===== src/rtl/nor_eng_pkg.sv =====
package nor_eng_pkg;
  typedef enum logic [1:0] {
    OP_READ  = 2'd0,
    OP_PROG  = 2'd1,
    OP_ERASE = 2'd2,
    OP_NONE  = 2'd3
  } op_e;

  typedef enum logic [3:0] {
    S_IDLE, S_WREN, S_HDR, S_WDAT, S_RDAT, S_POLL, S_WRDI, S_GAP, S_FIN
  } st_e;

  localparam int SEC_SHIFT = 9;
  localparam logic [7:0] OPC_WREN  = 8'h06;
  localparam logic [7:0] OPC_WRDI  = 8'h04;
  localparam logic [7:0] OPC_RDSR  = 8'h05;
  localparam logic [7:0] OPC_READ  = 8'h13;
  localparam logic [7:0] OPC_PROG  = 8'h12;
  localparam logic [7:0] OPC_ERASE = 8'hDC;
  localparam logic [7:0] FILL      = 8'hFF;
endpackage


===== src/rtl/nor_byte_shifter.sv =====
module nor_byte_shifter (
  input  logic       clk,
  input  logic       rst,
  input  logic       start,
  input  logic [7:0] tx,
  output logic       active,
  output logic       done,
  output logic [7:0] rx,
  output logic       sck,
  output logic       mosi,
  input  logic       miso
);
  logic [7:0] sr;
  logic [2:0] bitn;

  always_ff @(posedge clk) begin
    if (rst) begin
      active <= 1'b0;
      done   <= 1'b0;
      sck    <= 1'b0;
      sr     <= 8'hFF;
      bitn   <= '0;
      rx     <= '0;
    end else begin
      done <= 1'b0;
      if (start && !active) begin
        active <= 1'b1;
        sr     <= tx;
        bitn   <= '0;
      end else if (active) begin
        if (!sck) begin
          sck <= 1'b1;
          rx  <= {rx[6:0], miso};
        end else begin
          sck <= 1'b0;
          if (bitn == 3'd7) begin
            active <= 1'b0;
            done   <= 1'b1;
          end else begin
            sr   <= {sr[6:0], 1'b1};
            bitn <= bitn + 3'd1;
          end
        end
      end
    end
  end

  assign mosi = sr[7];

  AST_DONE_SCK_LOW: assert property (@(posedge clk) disable iff (rst)
    done |-> (!sck && !active));
endmodule


===== src/rtl/nor_seq.sv =====
module nor_seq
  import nor_eng_pkg::*;
#(
  parameter int SECW        = 23,
  parameter int CNTW        = 12,
  parameter int ERASE_SHIFT = 18
) (
  input  logic            clk,
  input  logic            rst,
  input  logic            cmd_valid,
  output logic            cmd_ready,
  input  logic [1:0]      cmd_op,
  input  logic [SECW-1:0] cmd_sector,
  input  logic [CNTW-1:0] cmd_count,
  input  logic [7:0]      wr_data,
  input  logic            wr_valid,
  output logic            wr_ready,
  output logic [7:0]      rd_data,
  output logic            rd_valid,
  input  logic            rd_ready,
  output logic            busy,
  output logic            done,
  output logic            cs_n,
  output logic            sh_start,
  output logic [7:0]      sh_tx,
  input  logic            sh_active,
  input  logic            sh_done,
  input  logic [7:0]      sh_rx
);
  localparam int AW = SECW + SEC_SHIFT;

  st_e          st, gap_to;
  op_e          op;
  logic [AW-1:0] addr;
  logic [AW:0]   end_a;
  logic [39:0]   hdr;
  logic [2:0]    idx;
  logic          want, free;
  logic [AW-1:0] start_a;
  logic [SECW:0] sec_end;
  logic [31:0]   addr32;
  logic [7:0]    frame_opc;

  assign start_a   = {cmd_sector, {SEC_SHIFT{1'b0}}};
  assign sec_end   = {1'b0, cmd_sector} + (SECW+1)'(cmd_count);
  assign addr32    = 32'(addr);
  assign frame_opc = (op == OP_PROG) ? OPC_PROG : OPC_ERASE;
  assign free      = !sh_active && !sh_done;
  assign sh_start  = want && free;
  assign wr_ready  = (st == S_WDAT) && free;
  assign cmd_ready = (st == S_IDLE);
  assign busy      = (st != S_IDLE);

  always_comb begin
    want  = 1'b0;
    sh_tx = FILL;
    case (st)
      S_WREN: begin want = 1'b1; sh_tx = OPC_WREN; end
      S_WRDI: begin want = 1'b1; sh_tx = OPC_WRDI; end
      S_HDR:  begin want = 1'b1; sh_tx = hdr[39:32]; end
      S_POLL: begin want = 1'b1; sh_tx = (idx == 3'd0) ? OPC_RDSR : FILL; end
      S_WDAT: begin want = wr_valid; sh_tx = wr_data; end
      S_RDAT: begin want = !rd_valid || rd_ready; end
      default: ;
    endcase
  end

  always_ff @(posedge clk) begin
    if (rst) begin
      st       <= S_IDLE;
      gap_to   <= S_IDLE;
      op       <= OP_READ;
      addr     <= '0;
      end_a    <= '0;
      hdr      <= '0;
      idx      <= '0;
      done     <= 1'b0;
      cs_n     <= 1'b1;
      rd_valid <= 1'b0;
      rd_data  <= '0;
    end else begin
      done <= (st == S_FIN);
      cs_n <= (st == S_IDLE) || (st == S_GAP) || (st == S_FIN);
      if (rd_valid && rd_ready) rd_valid <= 1'b0;
      case (st)
        S_IDLE: if (cmd_valid) begin
          op    <= op_e'(cmd_op);
          addr  <= start_a;
          end_a <= {sec_end, {SEC_SHIFT{1'b0}}};
          idx   <= '0;
          if (cmd_count == '0 || op_e'(cmd_op) == OP_NONE) st <= S_FIN;
          else if (op_e'(cmd_op) == OP_READ) begin
            hdr <= {OPC_READ, 32'(start_a)};
            st  <= S_HDR;
          end else st <= S_WREN;
        end
        S_WREN: if (sh_done) begin st <= S_GAP; gap_to <= S_HDR; end
        S_HDR: if (sh_done) begin
          hdr <= {hdr[31:0], 8'h00};
          idx <= idx + 3'd1;
          if (idx == 3'd4) begin
            case (op)
              OP_READ: st <= S_RDAT;
              OP_PROG: st <= S_WDAT;
              default: begin
                addr   <= addr + (AW'(1) << ERASE_SHIFT);
                st     <= S_GAP;
                gap_to <= S_POLL;
              end
            endcase
          end
        end
        S_WDAT: if (sh_done) begin
          addr <= addr + AW'(1);
          if (addr[SEC_SHIFT-1:0] == '1) begin st <= S_GAP; gap_to <= S_POLL; end
        end
        S_RDAT: if (sh_done) begin
          rd_data  <= sh_rx;
          rd_valid <= 1'b1;
          addr     <= addr + AW'(1);
          if (({1'b0, addr} + (AW+1)'(1)) == end_a) begin st <= S_GAP; gap_to <= S_FIN; end
        end
        S_POLL: if (sh_done) begin
          idx <= idx + 3'd1;
          if (idx == 3'd1) begin
            st <= S_GAP;
            if (sh_rx[0])                  gap_to <= S_POLL;
            else if ({1'b0, addr} < end_a) gap_to <= S_HDR;
            else                           gap_to <= S_WRDI;
          end
        end
        S_WRDI: if (sh_done) begin st <= S_GAP; gap_to <= S_FIN; end
        S_GAP: begin
          st  <= gap_to;
          idx <= '0;
          if (gap_to == S_HDR) hdr <= {frame_opc, addr32};
        end
        S_FIN:   st <= S_IDLE;
        default: st <= S_IDLE;
      endcase
    end
  end

  AST_DONE_PULSE: assert property (@(posedge clk) disable iff (rst)
    done |=> !done);
  AST_RD_HOLD: assert property (@(posedge clk) disable iff (rst)
    (rd_valid && !rd_ready) |=> (rd_valid && $stable(rd_data)));
  AST_RD_NO_OVERRUN: assert property (@(posedge clk) disable iff (rst)
    ((st == S_RDAT) && sh_done) |-> !rd_valid);
  AST_WR_IN_FRAME: assert property (@(posedge clk) disable iff (rst)
    (wr_valid && wr_ready) |-> !cs_n);
  AST_EMPTY_CMD: assert property (@(posedge clk) disable iff (rst)
    (cmd_valid && cmd_ready && (cmd_count == '0)) |-> ##2 done);
endmodule


===== src/rtl/nor_sector_engine.sv =====
module nor_sector_engine #(
  parameter int SECW        = 23,
  parameter int CNTW        = 12,
  parameter int ERASE_SHIFT = 18
) (
  input  logic            clk,
  input  logic            rst,
  input  logic            cmd_valid,
  output logic            cmd_ready,
  input  logic [1:0]      cmd_op,
  input  logic [SECW-1:0] cmd_sector,
  input  logic [CNTW-1:0] cmd_count,
  input  logic [7:0]      wr_data,
  input  logic            wr_valid,
  output logic            wr_ready,
  output logic [7:0]      rd_data,
  output logic            rd_valid,
  input  logic            rd_ready,
  output logic            busy,
  output logic            done,
  output logic            spi_cs_n,
  output logic            spi_sck,
  output logic            spi_mosi,
  input  logic            spi_miso
);
  logic       sh_start, sh_active, sh_done;
  logic [7:0] sh_tx, sh_rx;

  nor_seq #(.SECW(SECW), .CNTW(CNTW), .ERASE_SHIFT(ERASE_SHIFT)) u_seq (
    .clk(clk), .rst(rst),
    .cmd_valid(cmd_valid), .cmd_ready(cmd_ready), .cmd_op(cmd_op),
    .cmd_sector(cmd_sector), .cmd_count(cmd_count),
    .wr_data(wr_data), .wr_valid(wr_valid), .wr_ready(wr_ready),
    .rd_data(rd_data), .rd_valid(rd_valid), .rd_ready(rd_ready),
    .busy(busy), .done(done), .cs_n(spi_cs_n),
    .sh_start(sh_start), .sh_tx(sh_tx), .sh_active(sh_active),
    .sh_done(sh_done), .sh_rx(sh_rx)
  );

  nor_byte_shifter u_shift (
    .clk(clk), .rst(rst), .start(sh_start), .tx(sh_tx),
    .active(sh_active), .done(sh_done), .rx(sh_rx),
    .sck(spi_sck), .mosi(spi_mosi), .miso(spi_miso)
  );

  AST_SCK_IN_FRAME: assert property (@(posedge clk) disable iff (rst)
    spi_sck |-> !spi_cs_n);
endmodule


===== config.mk =====
export PLATFORM = sky130hd
export DESIGN_NAME = nor_sector_engine
export DESIGN_NICKNAME = d
export VERILOG_FILES = /design/src/rtl/nor_eng_pkg.sv /design/src/rtl/nor_byte_shifter.sv /design/src/rtl/nor_seq.sv /design/src/rtl/nor_sector_engine.sv
export SDC_FILE = /design/constraint.sdc
export NUM_CORES = 1
export LEC_CHECK = 0
export BUFFER_PORTS_ARGS = -buffer_cell sky130_fd_sc_hd__buf_2
export CAP_MARGIN = 20
export CORE_MARGIN = 4
export CORE_UTILIZATION = 30
export CTS_CLUSTER_DIAMETER = 120
export DETAILED_ROUTE_END_ITERATION = 10
export MAX_ROUTING_LAYER = met4
export PLACE_DENSITY = 0.56
export SLEW_MARGIN = 10
export SYNTH_ARGS = -nofsm -noshare
export SYNTH_HDL_FRONTEND = slang
export SYNTH_SLANG_ARGS = --single-unit
export TNS_END_PERCENT = 1

===== constraint.sdc =====
create_clock -name clk -period 8.02 [get_ports clk]
set_input_delay 0.401 -clock clk [delete_from_list [all_inputs] [get_ports clk]]
set_output_delay 0.401 -clock clk [all_outputs]
set_load 0.005 [all_outputs]

# Word-level counts from Yosys, hierarchy flattened
# Cells that the tools add are included.
[classes] reduce_logical=42 shift=0 mul=0 bitwise_logic=4 div_mod_pow=0 order_cmp=1 eq_ne=35 addsub=6 muxes=60
[op_table] operator="40-bit two-way mux" n=5
[op_table] operator="32-bit two-way mux" n=5
[op_table] operator="40-bit one-hot mux with 3 select lines" n=1
[op_table] operator="32-bit one-hot mux with 3 select lines" n=1
[op_table] operator="4-bit two-way mux" n=23
[op_table] operator="8-bit two-way mux" n=6
[op_table] operator="8-bit one-hot mux with 5 select lines" n=1
[op_table] operator="32-bit by 1-bit adder with 33-bit output (second input constant)" n=1
[op_table] operator="33-bit equality test" n=1
[op_table] operator="32-bit by 33-bit less-than comparator with 1-bit output" n=1
[op_table] operator="32-bit by 1-bit adder with 32-bit output (second input constant)" n=1
[op_table] operator="32-bit by 19-bit adder with 32-bit output (second input constant)" n=1
[op_table] operator="2-bit by 1-bit inequality test with 1-bit output (second input constant)" n=14
[op_table] operator="4-bit one-hot mux with 7 select lines" n=1
[op_table] operator="23-bit by 12-bit adder with 24-bit output" n=1
[op_table] operator="4-bit one-hot mux with 6 select lines" n=1
[op_table] operator="4-bit by 3-bit equality test with 1-bit output (second input constant)" n=4
[op_table] operator="4-bit by 2-bit equality test with 1-bit output (second input constant)" n=3
[op_table] operator="12-bit logical NOT" n=1
[op_table] operator="12-bit AND reduction" n=1
[op_table] operator="3-bit AND reduction" n=4
[op_table] operator="6-bit AND reduction" n=2
[op_table] operator="2-bit inequality test (second input constant)" n=5
[op_table] operator="10-bit AND reduction" n=1
[op_table] operator="other kinds (28)" n=63
[word_totals] regBits=142 latch_bits=0 input_bits=51 memories=0 ram_bits=0 romBits=0

# Logic depth before layout (Yosys ltp)
# Gate-level depths: netlist of the first run.
[depth] depth_word=7 mapped_depth=14

# By module
# From an unflattened synthesis of the first run, not the netlist that was laid out.
[unflattened] cells_unflattened=1239 area_unflattened_um2=9496.6
[modules_own_cells] module="nor_seq" cells_each=1137 area_each_um2=8515.7 instances=1 seq_area_each_um2=2402.3
[modules_own_cells] module="nor_byte_shifter" cells_each=102 area_each_um2=980.9 instances=1 seq_area_each_um2=440.4

# Worst setup path after synthesis of the first run
# OpenSTA, ideal clock, no wires.
[synth_timing] kind="register to register" startpoint="register u_seq.addr[0]" endpoint="register u_seq.gap_to[2]" setup_time_ns=0.072 t_required_ns=7.948 setup_slack_ns=4.545 arrival_ns=3.403 path_stages_with_launch=15 path_buffers=0 cell_sequence="dfxtp_1 > ha_1 > nand3_1 > nor2_1 > and3_1 > ha_1 > nor2b_1 > o21ai_0 > a31o_2 > a2111oi_0 > nand4_1 > or4_4 > o41a_1 > nor2_2 > mux2i_1"
[synth_between] elab_chain_cells=6
[synth_rtl] element="from (decl)" line="nor_seq.sv:34" text="logic [AW-1:0] addr;"
[synth_rtl] element="from (signal assigned)" line="nor_seq.sv:88" text="addr <= start_a;"
[synth_rtl] element="from (signal assigned)" line="nor_seq.sv:106" text="addr <= addr + (AW'(1) << ERASE_SHIFT);"
[synth_rtl] element="from (signal assigned)" line="nor_seq.sv:114" text="addr <= addr + AW'(1);"
[synth_rtl] element="branches (longest 6 deep; another with 32-bit by 1-bit adder with 33-bit output)"
[synth_rtl] element="to (signal assigned)" line="nor_seq.sv:127" text="if (sh_rx[0]) gap_to <= S_POLL;"
[synth_rtl] element="to (signal assigned)" line="nor_seq.sv:128" text="else if ({1'b0, addr} < end_a) gap_to <= S_HDR;"
[synth_rtl] element="to (signal assigned)" line="nor_seq.sv:129" text="else gap_to <= S_WRDI;"
[synth_rtl] element="to (decl)" line="nor_seq.sv:32" text="st_e st, gap_to;"
# Parallel ways; which one is timed is not known. The select of a mux whose other input is x is not followed.
# A chain may end at the register's enable or synchronous reset.

# Final worst setup path of the first run
[layout_timing] startpoint="register u_seq.addr[0]" endpoint="register u_seq.st[0]"
[layout_between] elab_chain_cells=4
[layout_rtl] element="32-bit by 1-bit adder with 33-bit output" line="nor_seq.sv:121" text="if (({1'b0, addr} + (AW+1)'(1)) == end_a) begin st <= S_GAP; gap_to <= S_FIN; end"
[layout_rtl] element="33-bit equality test" line="nor_seq.sv:121"
[layout_rtl] element="2-bit by 1-bit inequality test with 1-bit output (no source line)"
[layout_rtl] element="10-bit AND reduction (no source line) *"
[layout_rtl] element="to (signal assigned)" line="nor_seq.sv:134" text="st <= gap_to;"
[layout_rtl] element="to (decl)" line="nor_seq.sv:32"
# Every way passes the cells marked *; elsewhere a longest branch is shown, timed or not.

==> impl_results.md, run 1 <==
* Simple-gate share of the synthesized area at between 20 and 30%
* Wire per inst at about 18 um
* Compound-Gate Fraction of Synth Area at roughly a quarter
* Core area at 0.0306 sq mm
* Cell variety after synth at 78
* Hold path start: spi_miso
* Final Hold Viols at 0
* Outcome: finished, final reports clean
* Synthesized-area fraction occupied by adder cells at 5.99%
* Synthesized area at 0.00931 sq mm
* CP Launch Type: flip-flop
* Die span in x at 184 um
* WHS Path Cells at 3
* First-pass GRT wire length at 47,700 um
* Hold_ws at 0.206 ns
* Initial antenna violation count at 0
* Data required, critical path at 8.37 ns
* First-pass iteration count of the detailed router at 5
* Layout Nets at ~1,300
* Post-DP Area at approximately 0.01 sq mm
* Ranking of synthesized cells by area: dfxtp_1 (31%), nand2_1 (6.0%), ha_1 (5.8%)
* Area of the die at approximately 0.034 sq mm
* Cells after Synth at 1,231
* Clock buffer depth at 2
* HP Class: input port to flip-flop
* Number of global-route vias before repair at around 8,500
* Drt drc at 0
* Placed cell count at around 1,600
* Worst flop-to-flop path startpoint: u_seq.addr[0]
* Tmin final at 4.04 ns
* GRT Resource Usage Total at 18.2%
* Synth Area in XOR/XNOR at 5.64%
* Synth Flop Type: dfxtp_1
* CTS tree: done
* Post-Syn Nets at 1,326
* Slew Limit Fails at 0
* Syn-to-layout area delta at 11.8%
* CTS buffer count at 17
* Top cell type's share of synthesized area at 30.5%
* Hold Path End: u_shift.rx[0]
* Setup Skew at about 0.011 ns
* WS Path Type: flip-flop to flip-flop
* H-tree depth at 4
* Largest family of logic cells by synthesized area: simple AND/OR/NAND/NOR gates
* Num ports at 67
* Max FO, Critical Path at 9
* Cells on worst reg2reg path at 14
* Non-Filler Instances at roughly 1,600
* Post-synthesis mux area share at 1.85%
* Largest net degree at the start of global routing at 92
* Detailed Route WL at 30,000 um
* # Max-Cap Violations at 0
* Pwr dens at 324 mW/mm^2
* Hold Buf Count CTS at 0
* Hpwl dp at 21,400 um
* Num Clock Sinks at approximately 140
* Sequential fraction of the synthesis area at 30.5%
* VDD IR max at 0.176 mV
* Fillers at 3,266
* Vias post-DR at 9,004
* Postcts setup bufs at 0
* Mapped Avg Cell Area at approximately 7.6 sq um
* Slew HR at 26.9%
* Crit path arrival time at 4.39 ns
* Global route total overflow at 0
* RSZ-0062 raised after global routing: false
* Clock root cell: clkbuf_16
* Vias per Instance at 5.49
* Final period utilization at 50.4%
* Yosys top cell by area: dfxtp_1
* Initial DRC count at 681
* Die Y at 184 um
* Worst Tran Pin Value at 1.10 ns
* RR Endpoint: u_seq.st[0]
* R2r setup slk at 3.98 ns
* Resized cells post-CTS at 0
* Fmax at 247 MHz
* Placer Congestion at around 0.94
* Final setup viols at 0
* Asr flop ratio synth at 0%
* Leakage power at 0.00381 uW
* # diodes at 0
* Kind of end point of the critical path: flip-flop
* Share of cells above drive strength 1 at 11.3%
* Initial Util at 30.4%
* Post-route ant nets at 0
* Clk_lat worst skew at 0.44 ns
* Post-route setup TNS at 0 ns
* Post-synth EDFFs at 0
* Yosys reg bits at 142
* PortBufs at 66
* Reg clk slew, reported paths at 0.07 ns
* Ys Warns at 0
* # rows at 64
* Post-route cell area at ~0.010 sq mm
## area by class of cell
class                   count  area, sq um  area share (%)
multi-input cells         951         5890            56.6
flip-flops and latches    142         2840            27.3
well taps                 396          495            4.76
repair buffers             79          430            4.13
clock buffers              17          425            4.09
clock inverters            15          171            1.65
inverters                  41          154            1.48
## sequential cells by signal, indices dropped and copies added, names as in the netlist, 4 cells and up
name,flops
u_seq.rd_data,8
u_seq.addr,32
u_seq.hdr,40
u_shift.rx,8
u_seq.st,4
u_shift.sr,8
u_seq.end_a,24
u_seq.gap_to,4
## cells in the mapped netlist, types with 4 or more instances
master    number
a211oi_1      26
a21o_1         9
a21oi_1      103
a221oi_1      12
a22oi_1       36
a311oi_1      24
a31oi_1       11
and2_1         8
and3_1        15
and4_1         4
buf_2          7
buf_4          5
clkbuf_1      76
dfxtp_1      142
ha_1          43
inv_1         41
mux2i_1       15
nand2_1      148
nand2b_1      12
nand3_1       48
nand3b_1       4
nand4_1       20
nor2_1       129
nor2b_1       12
nor3_1        35
nor4_1        12
o211ai_1       7
o21a_1         5
o21ai_0       62
o31ai_1        8
o41ai_1        4
or2_2          6
or3_1          9
xnor2_1       30
xor2_1        30
## metrics by stage
| stage | power, uW | utilization (%) | setup WS, ns |
|---|---|---|---|
| after floorplan | 2110 | - | 4.55 |
| after global placement | 2530 | 32.1 | 4.12 |
| after detailed placement | 2540 | 32.1 | 4.03 |
| after CTS | 3370 | 34.0 | 4.00 |
| after global routing | 3620 | 34.0 | 3.66 |
| final | 3370 | 34.0 | 3.98 |
## cell usage in the layout (no fill, tap or decap), types with 5 or more instances in the layout
cell type    n
nand2_1    148
nand4_1     20
a221oi_1    12
a31oi_1     11
nand3_1     48
a211oi_1    25
and3_1      15
ha_1        43
xor2_1      30
o21ai_0     62
nand2b_1    12
o21a_1       5
inv_1       41
inv_6        8
a21o_1       9
o211ai_1     7
nor3_1      35
mux2i_1     15
nor2b_1     12
nor2_1     126
clkbuf_16   17
a21oi_1    103
a22oi_1     36
buf_4       14
or2_2        6
buf_2       65
xnor2_1     30
and2_1       8
nor4_1      12
dfxtp_1    142
or3_1        9
o31ai_1      8
a311oi_1    24
## worst max path at each step
stage	start	endpoint	slack, ns
floorplan	u_seq.addr[0]	u_seq.gap_to[2]	4.55
CTS	u_seq.addr[0]	u_seq.st[0]	4.00
finish	u_seq.addr[0]	u_seq.st[0]	3.98
global route	u_seq.addr[0]	u_seq.gap_to[1]	3.66
detailed placement	u_seq.addr[0]	u_seq.st[0]	4.03
global placement	u_seq.addr[0]	u_seq.gap_to[0]	4.12
## logic make-up after synthesis
group,after synthesis
flip-flops,142
multiplexers,17
buffers and inverters,138
AND/OR/NAND/NOR,485
XOR/XNOR,60
adder cells (fa/ha/maj),44
AO/OA/AOI/OAI,345
## power breakdown
group	internal (uW)	total, uW	switching [uW]
sequential	864	1110	245
combinational	540	1430	895
clock	468	826	358
## routing by layer
metal | wire length (um) | part of all wire, % | GRT usage [%] | up-vias
met5 | 0 | 0 | - | -
met4 | 743 | 2.5 | 6.09 | 0
met3 | 1940 | 6.5 | 3.65 | 44
li1 | - | - | - | 4467
met1 | 13800 | 46 | 24.7 | 4189
met2 | 13500 | 45 | 27.0 | 304
## worst max-delay path: stages (launching register included)
cell,delay [ns]
dfxtp_1,0.49
ha_1,0.30
nand3_1,0.15
nor2_1,0.36
and3_1,0.21
ha_1,0.24
nor2b_1,0.11
o21ai_0,0.09
a31o_2,0.22
a2111oi_0,0.34
nand4_1,0.14
or4_4,0.50
o41ai_4,0.46
nand2b_2,0.13
o31ai_2,0.22
No activity file was read; power rests on OpenSTA's default activity.
==> run 2, diff against run 1 <==
PLACE_DENSITY = 0.58   (was 0.56)
clock period = 3.6 ns   (was 8.02 ns; I/O delays follow)
==> run 2 against run 1 <==
Setup slack lost 3.8 ns. Clock skew about the same. Critical path type unchanged. Worst hold slack got worse by 0.18 ns. Critical endpoint is now u_seq.gap_to[2]. Combinational power increased to 2.5 times the previous value.
==> impl_results.md, run 2 (synthesized netlist as in run 1, its figures left out) <==
* Combinational power share at 46.9% (+4.3 points)
* RR Endpoint: u_seq.gap_to[2]
* Clock power frac at 23.4% (-1.1 points)
* Worst-path cell chain: buf_4 > and4_4 > nand4_4 > or4_4 > xor2_1 > a2111o_1 > or4_4 > o41a_1 > nor2_2 > mux2i_1
* Hold Path End: u_seq.op[0]
* Power Internal at 4170 uW (+120%)
* Fillers at 3,239 (-0.83%)
* CP max stage cell: or4_4
* Largest stage delay, worst path at 0.56 ns (+0.06 ns)
* Vias post-DR at 9,366 (+4.0%)
* # rows at 64 (unchanged)
* Fmax at 292 MHz (+18%)
* Final setup viols at 0 (unchanged)
* Hold path start: cmd_op[0]
* Clock buffer depth at 2 (unchanged)
* Initial DRC count at 867 (+27%)
* Largest net degree at the start of global routing at 88 (-4.3%)
* Kind of end point of the critical path: flip-flop
* WHS Path Cells at 3 (unchanged)
* Pwr dens at 712 mW/mm^2 (+120%)
* Postcts setup bufs at 0 (unchanged)
* HP Class: input port to flip-flop
* Vias per Instance at 5.57 (+1.4%)
* Post-route setup TNS at 0 ns (unchanged)
* Multi-input gate area at 0.00592 sq mm (+0.36%)
* Slew HR at 33.4% (+6.6 points)
* CTS buffer count at 17 (unchanged)
* PortBufs at 66 (unchanged)
* Slew Limit Fails at 0 (unchanged)
* Drt drc at 0 (unchanged)
* First-pass GRT wire length at 49,000 um (+2.8%)
* Outcome: finished, final reports clean
* Worst Tran Pin Value at 0.998 ns (-0.0984 ns)
* # diodes at 0 (unchanged)
* Cells on worst reg2reg path at 10 (-4)
* Clk_lat worst skew at 0.43 ns (about the same)
* Area of the die at 0.0339 sq mm (unchanged)
* Max FO, Critical Path at 8 (-1)
* Final Hold Viols at 0 (unchanged)
* Beginning of the critical path: u_seq.addr[0]
* Detailed Route WL at 31,300 um (+4.3%)
* Initial Util at 30.4% (unchanged)
* Syn-to-layout area delta at 15.6%
* R2r setup slk at 0.17 ns (-3.81 ns)
* Reg clk slew, reported paths at 0.07 ns (about the same)
* Sw frac at 45.6% (+1.1 points)
* Max reg flops at 40 (unchanged)
* Die Y at 184 um (unchanged)
* Hpwl dp at 22,200 um (+4.1%)
* Largest register by flop count: u_seq.hdr
* Wire per inst at 18.6 um (+1.7%)
* H-tree depth at 4 (unchanged)
* Most frequent cell on the critical path: or4_4
* Data required, critical path at 3.96 ns (-4.41 ns)
* Most frequent cells in the layout: nand2_1 (148), dfxtp_1 (142), nor2_1 (125)
* Tmin final at 3.43 ns (-0.611 ns)
* Share of cells above drive strength 1 at 14.5% (+3.2 points)
* Die span in x at 184 um (unchanged)
* Non-Filler Instances at 1,683 (+2.6%)
* GRT Resource Usage Total at 18.6% (+0.44 points)
* Num ports at 67 (unchanged)
* Largest registers: u_seq.hdr x40, u_seq.addr x32, u_seq.end_a x24
* Setup Skew at 0.0109 ns (-0.000135 ns)
* Layout Nets at 1,369 (+3.2%)
* Clock root cell: clkbuf_16
* # Max-Cap Violations at 0 (unchanged)
* VDD IR max at 0.375 mV (+110%)
* RSZ-0062 raised after global routing: false
* Placed cell count at 1,650 (+2.5%)
* Post-route ant nets at 0 (unchanged)
* Global route total overflow at 0 (unchanged)
* CP Launch Type: flip-flop
* FF+latch area at 0.00284 sq mm (unchanged)
* CTS tree: done
* Core area at 0.0306 sq mm (unchanged)
* Psw at 3490 uW (+130%)
* Placer Congestion at 0.928 (-0.83%)
* Sequential Power Share at 29.6% (-3.3 points)
* Num Clock Sinks at 142 (unchanged)
* First-pass iteration count of the detailed router at 5 (unchanged)
* Leakage power at 0.00403 uW (+6.0%)
* Crit path arrival time at 3.79 ns (-0.60 ns)
* Initial antenna violation count at 0 (unchanged)
* Final period utilization at 95.3% (+45 points)
* Total power after layout at 7660 uW (+130%)
* Most common cell after layout, fill and taps aside: nand2_1
* Worst flop-to-flop path startpoint: u_seq.addr[0]
* WS Path Type: flip-flop to flip-flop
* Number of global-route vias before repair at 8,671 (+1.9%)
-- run 2: cell types whose count changed in the layout (fill, tap and decap cells not counted), sizes merged --
cell and change:
buf +41, clkinv +3, bufinv -2, clkinvlp -2
dlygate4sd3 +1, inv +1
-- run 2: per-layer routing --
metal,wire length [um],global-route usage [%],vias to the layer above
met2,14100,28.1,340
met4,794,6.42,0
met3,1930,2.37,61
met1,14500,25.7,4420
li1,-,-,4545
met5,0,-,-
-- run 2: power groups by stage --
stage / clock network [uW] / logic (uW) / registers (uW)
finish: 1790 / 3600 / 2270
global route: 1890 / 3980 / 2310
CTS: 1820 / 3550 / 2260
detailed placement: 0 / 3530 / 2290
global placement: 0 / 3490 / 2290
floorplan: 0 / 2560 / 2140
-- run 2: metrics by stage --
| stage | hold slack, ns | util, % | setup WS, ns | instance area [sq um] |
|---|---|---|---|---|
| floorplan | 0.316 | - | 0.125 | 9310 |
| global placement | 0.424 | 33.1 | 0.157 | 10100 |
| detailed placement | 0.434 | 33.1 | 0.0803 | 10100 |
| CTS | 0.0151 | 35.1 | 0.00732 | 10700 |
| global route | 0.0242 | 35.2 | 0.000538 | 10800 |
| finish | 0.0248 | 35.2 | 0.170 | 10800 |
-- run 2: worst max-delay path: cells and delay by family (launching register included) --
family	cells	cell delay, ns
simple gates	5	1.66
compound gates	2	0.83
flops	1	0.34
mux	1	0.20
buf+inv	1	0.16
xor+xnor	1	0.16
-- run 2: worst max path at each step --
stage                     cells after the start         endpoint
after floorplan                              14  u_seq.gap_to[2]
after global placement                       14      u_seq.st[0]
after detailed placement                     14  u_seq.gap_to[1]
after CTS                                    14  u_seq.gap_to[1]
after global routing                         14  u_seq.gap_to[2]
final                                        10  u_seq.gap_to[2]
-- run 2: repair_timing --
action | 4_1_cts | 5_1_grt
hold buffers | 1 | 0
hold endpoints to repair | 1 | 0
gates resized for setup | 0 | 6
setup endpoints to repair | 0 | 7
-- run 2: area by class of cell --
| type | instances | area share [%] |
|---|---|---|
| clock buffer | 17 | 3.95 |
| multi-input combinational | 951 | 55.0 |
| timing repair buffer | 121 | 7.07 |
| clock inverter | 15 | 1.55 |
| inverter | 41 | 1.43 |
| tap | 396 | 4.60 |
| sequential | 142 | 26.4 |
==> run 3, diff against run 2 <==
CAP_MARGIN = default   (was 20)
GPL_TIMING_DRIVEN = 0   (was default)
==> run 3 against run 2 <==
The run now ends with setup timing left. Clock skew is 0.0081 ns higher. Sequential power is 3% lower. Non-clock buffer count is 43 higher. Sequential cell count stayed put. Register-to-register slack worse by 0.19 ns.
==> impl_results.md, run 3 (synthesized netlist as in run 1, its figures left out) <==
* Most frequent cells in the layout: nand2_1 (147), dfxtp_1 (139), nor2_1 (125)
* Num Clock Sinks at 142 (unchanged)
* Worst-path cell chain: buf_4 > and4_4 > nand4_4 > or4_4 > xor2_1 > a2111o_1 > or4_4 > o41a_1 > o21ai_0 > a21oi_1
* CP max stage cell: or4_4
* Slew Limit Fails at 0 (unchanged)
* Worst flop-to-flop path startpoint: u_seq.addr[3]
* Setup Skew at 0.0190 ns (+0.00810 ns)
* First-pass iteration count of the detailed router at 5 (unchanged)
* Wire per inst at 20.4 um (+9.4%)
* Syn-to-layout area delta at 16.8%
* WP buf/inv at 1 (unchanged)
* Global route total overflow at 0 (unchanged)
* GRT Resource Usage Total at 21.0% (+2.4 points)
* Share of cells above drive strength 1 at 12.6% (-1.9 points)
* Fillers at 3,286 (+1.5%)
* Setup crit end: u_seq.gap_to[0]
* Cells on worst reg2reg path at 10 (unchanged)
* Initial DRC count at 1,011 (+17%)
* RSZ-0062 raised after global routing: true
* Die Y at 184 um (unchanged)
* Layout Nets at 1,412 (+3.1%)
* Clock root cell: clkbuf_16
* CTS tree: done
* Initial Util at 30.4% (unchanged)
* Largest register by flop count: u_seq.hdr
* Crit path depth at 10 (unchanged)
* Placer Congestion at 0.961 (+3.6%)
* Vias post-DR at 9,707 (+3.6%)
* PortBufs at 66 (unchanged)
* Pwr dens at 720 mW/mm^2 (+1.1%)
* Num ports at 67 (unchanged)
* Post-route ant nets at 0 (unchanged)
* Initial antenna violation count at 0 (unchanged)
* Pre-CTS WS at -0.619 ns (-0.699 ns)
* Outcome: finished with violations
* Most frequent cell on the critical path: or4_4
* Crit path arrival time at 3.90 ns (+0.11 ns)
* Worst Tran Pin Value at 0.924 ns (-0.0747 ns)
* Beginning of the critical path: u_seq.addr[3]
* Area of the die at 0.0339 sq mm (unchanged)
* First-pass GRT wire length at 54,000 um (+10%)
* Critical path's top delay family: simple AND/OR/NAND/NOR gates
* Final period utilization at 101% (+5.4 points)
* VDD IR max at 0.419 mV (+12%)
* WS Path Type: flip-flop to flip-flop
* RR Endpoint: u_seq.gap_to[0]
* Failing checks: setup timing
* CP Launch Type: flip-flop
* Total power after layout at 7830 uW (+2.2%)
* Clk_lat worst skew at 0.44 ns (about the same)
* Most common cell after layout, fill and taps aside: nand2_1
* Leakage power at 0.00400 uW (-0.93%)
* Detailed Route WL at 35,100 um (+12%)
* Max FO, Critical Path at 10 (+2)
* # diodes at 0 (unchanged)
* Max reg flops at 40 (unchanged)
* Reg clk slew, reported paths at 0.06 ns (about the same)
* CTS buffer count at 17 (unchanged)
* Post-layout util at 35.6% (+0.38 points)
* Number of global-route vias before repair at 9,320 (+7.5%)
* # rows at 64 (unchanged)
* Drt drc at 0 (unchanged)
* # Max-Cap Violations at 0 (unchanged)
* Clock buffer depth at 2 (unchanged)
* Kind of end point of the critical path: flip-flop
* Largest stage delay, worst path at 0.60 ns (+0.04 ns)
* Die span in x at 184 um (unchanged)
* Tmin final at 3.62 ns (+0.194 ns)
* Fmax at 276 MHz (-5.4%)
* R2r setup slk at -0.02 ns (-0.19 ns)
* Largest registers: u_seq.hdr x40, u_seq.addr x32, u_seq.end_a x24
* Hpwl dp at 26,600 um (+20%)
* Slew HR at 38.4% (+5.0 points)
* Core area at 0.0306 sq mm (unchanged)
* Largest net degree at the start of global routing at 17 (-81%)
* Fin worst setup slack at -0.0244 ns (-0.194 ns)
* Final Hold Viols at 0 (unchanged)
* Vias per Instance at 5.62 (+1.1%)
* HP Class: input port to flip-flop
* Final setup viols at 2 (+2)
* Data required, critical path at 3.87 ns (-0.09 ns)
* H-tree depth at 4 (unchanged)
run 3: changes by cell type in the layout (fill, tap and decap cells not counted), sizes merged:
cell,previous run,this run
buf,120,83
bufinv,0,2
clkbuf,17,99
clkinv,3,2
clkinvlp,2,3
inv,51,47
run 3: final cells by class:
class,count,area (sq um),share of cell area [%]
repair buffers,68,348,3.20
plain buffers,96,452,4.15
flip-flops and latches,142,2850,26.2
multi-input cells,951,5970,54.9
inverters,41,154,1.42
clock buffers,19,453,4.16
clock inverters,13,149,1.37
well taps,396,495,4.56
run 3: routing by layer:
metal  vias up  part of all wire (%)  GRT usage (%)
met1      4626                    45           27.8
li1       4632                     -              -
met4         0                   4.1           9.29
met2       356                    46           32.3
met3        93                   5.2           2.47
met5         -                     0              -
run 3: worst min path at each step:
stage	to	slack, ns	start	depth (start not counted)
after detailed placement	u_shift.sr[4]	0.43	u_shift.sr[4]	2
after global routing	u_seq.op[0]	0.05	cmd_op[0]	3
after floorplan	u_seq.op[0]	0.32	cmd_op[0]	2
after global placement	u_shift.sr[7]	0.42	u_shift.sr[7]	2
final	u_seq.op[1]	0.04	cmd_op[1]	3
after CTS	u_seq.op[1]	0.03	cmd_op[1]	3
run 3: power by group:
| part | leakage (uW) | switching (uW) | internal (uW) |
|---|---|---|---|
| clock | 0.000288 | 773 | 1070 |
| sequential | 0.00116 | 286 | 1920 |
| combinational | 0.00255 | 2490 | 1280 |
run 3: worst reg2reg max path, cell delays in order (launching register included):
cell and delay [ns]:
dfxtp_1 0.30, buf_4 0.16, and4_4 0.30, nand4_4 0.19, or4_4 0.61, xor2_1 0.17
a2111o_1 0.45, or4_4 0.58, o41a_1 0.46, o21ai_0 0.17, a21oi_1 0.08
run 3: repair_timing:
action	CTS	global route
hold endpoints to repair	1	0
buffers inserted	1	0
cloned	0	0
resized for setup	17	22
pin swaps	3	0
setup endpoints to repair	67	73
hold buffers	1	0
run 3: stage by stage:
| step | hold slack (ns) | instance area [sq um] | std cells | setup TNS, ns |
|---|---|---|---|---|
| final | 0.0377 | 10900 | 1726 | -0.0437 |
| after floorplan | 0.316 | 9310 | 1231 | 0 |
| after global placement | 0.425 | 10100 | 1693 | -22.99 |
| after CTS | 0.0293 | 10800 | 1727 | -0.0602 |
| after global routing | 0.0479 | 10900 | 1726 | -0.347 |
| after detailed placement | 0.433 | 10100 | 1693 | -21.90 |
